===== src/rtl/wcb_pkg.sv =====
package wcb_pkg;

    localparam int WCB_ADDR_W     = 32;
    localparam int WCB_WORD_BYTES = 4;
    localparam int WCB_LINE_BYTES = 32;

    typedef enum logic [2:0] {
        ACT_IDLE,
        ACT_MERGE,
        ACT_EVICT,
        ACT_BYPASS,
        ACT_FLUSH
    } wcb_act_e;

endpackage


===== src/rtl/wcb_lane_place.sv =====
// Steers one data word and its byte enables into line-wide lanes.
module wcb_lane_place #(
    parameter int WORD_BYTES = 4,
    parameter int LINE_BYTES = 32,
    localparam int WORDS     = LINE_BYTES / WORD_BYTES,
    localparam int WSEL_W    = $clog2(WORDS)
) (
    input  logic [WSEL_W-1:0]       word_sel,
    input  logic [WORD_BYTES*8-1:0] word_data,
    input  logic [WORD_BYTES-1:0]   word_be,
    output logic [LINE_BYTES*8-1:0] line_data,
    output logic [LINE_BYTES-1:0]   line_mask
);

    for (genvar w = 0; w < WORDS; w++) begin : g_word
        logic hit;
        assign hit = (word_sel == WSEL_W'(w));
        for (genvar b = 0; b < WORD_BYTES; b++) begin : g_byte
            localparam int L = w * WORD_BYTES + b;
            assign line_mask[L] = hit & word_be[b];
            assign line_data[L*8 +: 8] = (hit & word_be[b]) ? word_data[b*8 +: 8] : 8'h00;
        end
    end

endmodule


===== src/rtl/wcb_byte_merge.sv =====
// Overlays new bytes on held bytes, lane by lane.
module wcb_byte_merge #(
    parameter int LINE_BYTES = 32
) (
    input  logic [LINE_BYTES*8-1:0] old_data,
    input  logic [LINE_BYTES-1:0]   old_mask,
    input  logic [LINE_BYTES*8-1:0] new_data,
    input  logic [LINE_BYTES-1:0]   new_mask,
    output logic [LINE_BYTES*8-1:0] mrg_data,
    output logic [LINE_BYTES-1:0]   mrg_mask
);

    for (genvar i = 0; i < LINE_BYTES; i++) begin : g_lane
        assign mrg_data[i*8 +: 8] = new_mask[i] ? new_data[i*8 +: 8] : old_data[i*8 +: 8];
        assign mrg_mask[i]        = new_mask[i] | old_mask[i];
    end

endmodule


===== src/rtl/wcb_line_buffer.sv =====
module wcb_line_buffer
    import wcb_pkg::*;
#(
    parameter int ADDR_W      = WCB_ADDR_W,
    parameter int WORD_BYTES  = WCB_WORD_BYTES,
    parameter int LINE_BYTES  = WCB_LINE_BYTES,
    localparam int BOFS_W     = $clog2(WORD_BYTES),
    localparam int OFS_W      = $clog2(LINE_BYTES),
    localparam int WSEL_W     = OFS_W - BOFS_W,
    localparam int WADDR_W    = ADDR_W - BOFS_W,
    localparam int LINE_A_W   = ADDR_W - OFS_W,
    localparam int WORD_W     = WORD_BYTES * 8,
    localparam int LINE_W     = LINE_BYTES * 8
) (
    input  logic                  clk,
    input  logic                  rst_n,
    input  logic                  in_valid,
    output logic                  in_ready,
    input  logic [WADDR_W-1:0]    in_waddr,
    input  logic [WORD_W-1:0]     in_data,
    input  logic [WORD_BYTES-1:0] in_be,
    input  logic                  in_tag,
    input  logic                  flush_i,
    output logic                  out_valid,
    input  logic                  out_ready,
    output logic [LINE_A_W-1:0]   out_line,
    output logic [LINE_W-1:0]     out_data,
    output logic [LINE_BYTES-1:0] out_mask
);

    typedef struct packed {
        logic                  out_v;
        logic [LINE_A_W-1:0]   out_line;
        logic [LINE_W-1:0]     out_data;
        logic [LINE_BYTES-1:0] out_mask;
        logic                  buf_v;
        logic [LINE_A_W-1:0]   buf_line;
        logic [LINE_W-1:0]     buf_data;
        logic [LINE_BYTES-1:0] buf_mask;
    } wcb_state_t;

    wcb_state_t st_d, st_q;
    wcb_act_e   act;

    logic [LINE_A_W-1:0]   in_line;
    logic [WSEL_W-1:0]     in_slot;
    logic [LINE_W-1:0]     plc_data, mrg_data;
    logic [LINE_BYTES-1:0] plc_mask, mrg_mask;
    logic                  slot_free, flush_go, accept, same_line;

    // Observation points for the bound checker.
    logic                  buf_valid_obs;
    logic [LINE_BYTES-1:0] buf_mask_obs;

    assign in_line = in_waddr[WADDR_W-1:WSEL_W];
    assign in_slot = in_waddr[WSEL_W-1:0];

    wcb_lane_place #(
        .WORD_BYTES (WORD_BYTES),
        .LINE_BYTES (LINE_BYTES)
    ) i_place (
        .word_sel  (in_slot),
        .word_data (in_data),
        .word_be   (in_be),
        .line_data (plc_data),
        .line_mask (plc_mask)
    );

    wcb_byte_merge #(
        .LINE_BYTES (LINE_BYTES)
    ) i_merge (
        .old_data (st_q.buf_data),
        .old_mask (st_q.buf_mask),
        .new_data (plc_data),
        .new_mask (plc_mask),
        .mrg_data (mrg_data),
        .mrg_mask (mrg_mask)
    );

    always_comb begin
        slot_free = !st_q.out_v || out_ready;
        flush_go  = flush_i && st_q.buf_v && slot_free;
        in_ready  = slot_free && !(flush_i && st_q.buf_v);
        accept    = in_valid && in_ready;
        same_line = st_q.buf_v && (st_q.buf_line == in_line);

        act = ACT_IDLE;
        if (flush_go) begin
            act = ACT_FLUSH;
        end else if (accept && (in_be != '0)) begin
            if (!in_tag)                      act = ACT_BYPASS;
            else if (!st_q.buf_v || same_line) act = ACT_MERGE;
            else                               act = ACT_EVICT;
        end

        st_d = st_q;
        if (st_q.out_v && out_ready) st_d.out_v = 1'b0;

        case (act)
            ACT_FLUSH: begin
                st_d.out_v    = 1'b1;
                st_d.out_line = st_q.buf_line;
                st_d.out_data = st_q.buf_data;
                st_d.out_mask = st_q.buf_mask;
                st_d.buf_v    = 1'b0;
                st_d.buf_data = '0;
                st_d.buf_mask = '0;
            end
            ACT_BYPASS: begin
                st_d.out_v    = 1'b1;
                st_d.out_line = in_line;
                st_d.out_data = plc_data;
                st_d.out_mask = plc_mask;
            end
            ACT_MERGE: begin
                st_d.buf_v    = 1'b1;
                st_d.buf_line = in_line;
                st_d.buf_data = mrg_data;
                st_d.buf_mask = mrg_mask;
            end
            ACT_EVICT: begin
                st_d.out_v    = 1'b1;
                st_d.out_line = st_q.buf_line;
                st_d.out_data = st_q.buf_data;
                st_d.out_mask = st_q.buf_mask;
                st_d.buf_line = in_line;
                st_d.buf_data = plc_data;
                st_d.buf_mask = plc_mask;
            end
            default: ;
        endcase
    end

    always_ff @(posedge clk or negedge rst_n) begin
        if (!rst_n) st_q <= '0;
        else        st_q <= st_d;
    end

    assign out_valid     = st_q.out_v;
    assign out_line      = st_q.out_line;
    assign out_data      = st_q.out_data;
    assign out_mask      = st_q.out_mask;
    assign buf_valid_obs = st_q.buf_v;
    assign buf_mask_obs  = st_q.buf_mask;

endmodule


===== config.mk =====
export PLATFORM = sky130hd
export DESIGN_NAME = wcb_line_buffer
export DESIGN_NICKNAME = d
export VERILOG_FILES = /design/src/rtl/wcb_pkg.sv /design/src/rtl/wcb_lane_place.sv /design/src/rtl/wcb_byte_merge.sv /design/src/rtl/wcb_line_buffer.sv
export SDC_FILE = /design/constraint.sdc
export NUM_CORES = 1
export LEC_CHECK = 0
export BUFFER_PORTS_ARGS = -buffer_cell sky130_fd_sc_hd__clkbuf_2
export CORE_UTILIZATION = 55
export CTS_BUF_LIST = sky130_fd_sc_hd__clkbuf_8
export DETAILED_ROUTE_END_ITERATION = 16
export PLACE_DENSITY = 0.82
export SLEW_MARGIN = 20
export SYNTH_ARGS = -nofsm -noshare
export SYNTH_HDL_FRONTEND = slang
export SYNTH_SLANG_ARGS = --single-unit

===== constraint.sdc =====
create_clock -name clk -period 5.04 [get_ports clk]
set_input_delay 0.756 -clock clk [delete_from_list [all_inputs] [get_ports clk]]
set_output_delay 0.756 -clock clk [all_outputs]
set_load 0.03 [all_outputs]

==> flow_summary.yaml <==
outcome:
  status: "completed"
synth:
  yosysWarnings: 0
  synth_edf_count: 0
  synth_top_area_share_pct: 54.9
  yosys-top-cells-area: "dfrtp_1 (55%), a221o_1 (11%), buf_4 (8.2%)"
  avgSynthCellArea_um2: 11.6
  yosysSeqAreaShare_pct: 54.9
  yosys-top-cells-count: "dfrtp_1 (632), a221o_1 (315), buf_4 (315)"
  async_reset_ff_share_pct: 100
  synth_top_cell_by_area: "dfrtp_1"
  dominantRegCellSynth: "dfrtp_1"
  syn_nets: 2563
  ys_seq_elements: 632
  netlist_area_mm2: 0.0288
  synth_cell_types: 35
  synth_most_common_cell: "dfrtp_1"
  synthCells: 2491
clocking:
  cts_hold_buf: 0
  cts.sinks: 632
  clk_latency_ps: 690
  root_buffer: "clkbuf_8"
  cts_setup_buffers: 0
  htreeDepth: 3
  cts_buffer_depth: 3
  tritoncts: "built"
  cts_resized: 0
  cts_buffers: 103
  clk_pin_slew_ps: 60
pwr:
  swShare_pct: 35.6
  ir_worst_vdd_v: 0.000304
  pwr-share-seq_pct: 45.1
  cellInternalPower_mw: 9.33
  netSwitchingPower_mw: 5.16
  cellLeakagePower_nw: 14.8
  clkPwrFrac_pct: 30.0
  power_density_mw_per_mm2: 472
  p_comb_share_pct: 24.9
  power_mw: 14.5
final_layout:
  multi_input_area_mm2: 0.00964
  nFillCells: 4163
  nNetsFinal: 2603
  postLayoutCellArea_mm2: 0.0307
  areaGrowthSynthToFinish_pct: 6.65
  regArea_mm2: 0.0158
  drive_gt1_share_pct: 22.7
grt:
  grt_max_degree: 140
  grt_pass1_wl_um: 118000
  antenna_found_initial: 5
  top_usage_layer: "met2"
  grt_pass1_vias: 20300
  met2_usage_pct: 44.5
  use_met3_pct: 7.73
  grt_use_met1_pct: 37.0
  track_usage_pct: 28.5
  overflow: 0
timing:
  fin_setup_tns_ps: 0
  period_share_pct: 62.0
  min_period_ps: 3120
  relSlewSlack_pct: 35.2
  fin_skew_ps: 23.0
  finalSetupViolCount: 0
  slew_violations: 0
  max_clock_freq_ghz: 0.320
  hold_viol: 0
  fin_ws_ps: 1920
  worst_slew_pin_slew_ps: 972
  rsz0062_at_grt: "false"
  hold_slack_ps: 133
die:
  ios: 389
  die_area_mm2: 0.0533
  rows: 83
  die_h_um: 231
  die_x_um: 231
  start_util_pct: 55.9
  core_area_mm2: 0.0515
drt:
  wirelength_um: 76000
  drc: 0
  vias_per_cell: 6.18
  wl_per_cell_um: 23.1
  drt_iter0_drc: 2088
  ant_nets: 0
  drtPass1Iterations: 6
  routed-via-count: 20300
setup_path:
  cp.arrival_ps: 3690
  start_kind: "flip-flop"
  cp_max_fo: 139
  cp.required_ps: 5600
  worstSetupEndpointType: "flip-flop"
  worstSetupPathType: "flip-flop to flip-flop"
placement:
  place.gp.congestion: 0.869
  place_ws_ps: 1500
  numPortBuffers: 388
  dp_hpwl_um: 49400
  placed_cell_area_mm2: 0.0287
run:
  drv_cap: 0
worst_hold_path:
  hold_path_class: "primary input to asynchronous set/reset pin"
==> critical path: stages, from the launching register on <==
cell and delay, ps:
dfrtp_1 400, xor2_1 170, nor4_1 410, nand4_1 390
o211a_4 630, buf_12 350, a221o_1 460
==> cell usage in the layout, fill, tap and decap left out, types with 2 or more instances in the layout <==
master / count
a221o_1: 315
and2_1: 285
and3_1: 2
and3b_1: 2
buf_12: 10
buf_4: 13
clkbuf_2: 387
clkbuf_8: 127
clkinv_2: 11
clkinvlp_4: 6
dfrtp_1: 632
diode_2: 2
inv_1: 67
mux2_2: 27
nand2_1: 261
nand3_1: 6
nand3b_1: 2
nand4_1: 39
nor2_1: 68
nor2b_1: 2
nor3_1: 3
nor3b_1: 2
nor4_1: 6
o21ai_0: 34
o2bb2ai_1: 256
or3b_2: 2
xor2_1: 27
==> flip-flops by register name, indices dropped and copies added, names as in the netlist <==
name and cells:
buf_valid_obs 1, out_mask 32, out_line 27, out_data 256, buf_mask_obs 32, st_q 283, out_valid 1
==> per-stage QoR <==
step                std cells  utilization, %
global placement         3106            55.7
detailed placement       3106            55.7
CTS                      3286            59.6
finish                   3288            59.6
floorplan                2491               -
global route             3286            59.6
==> routing by layer <==
metal	part of all wire, %	wire [um]	up-vias
met4	4.1	3100	6
li1	-	-	8890
met2	47	36100	911
met3	8.6	6530	191
met5	0.050	38	-
met1	40	30200	10300
==> layout make-up <==
class,instances,share of cell area [%]
multi-input cells,1350,31.4
inverters,33,0.403
repair buffers,411,7.33
flip-flops and latches,632,51.5
diodes,2,0.0163
clock buffers,127,5.69
clock inverters,53,0.868
well taps,680,2.77
==> cells by family after synthesis <==
logic type | synth area share, %
AND/OR/NAND/NOR | 12.1
AO/OA/AOI/OAI | 19.5
buffers and inverters | 11.6
multiplexers | 1.06
flip-flops | 54.9
XOR/XNOR | 0.821
==> worst paths after layout <==
path	start	endpoint	slack, ps	cells after the start
max	st_q[298]	out_data[208]	1920	6
min	rst_n	st_q[310]	130	1
max reg2reg	st_q[298]	out_data[208]	1920	6
min reg2reg	st_q[210]	out_data[178]	500	1
max in group asynchronous	rst_n	out_data[87]	3720	2
min in group clk	in_waddr[17]	st_q[302]	350	2
==> power groups by stage <==
stage	Sequential [mW]	Combinational (mW)	Clock, mW
2_1_floorplan	6.39	3.21	0
3_3_place_gp	6.53	3.48	0
3_5_place_dp	6.59	3.59	0
4_1_cts	6.51	3.61	4.43
5_1_grt	6.61	3.86	4.67
6_report	6.53	3.61	4.35
Power figures use the tool's default switching activity.
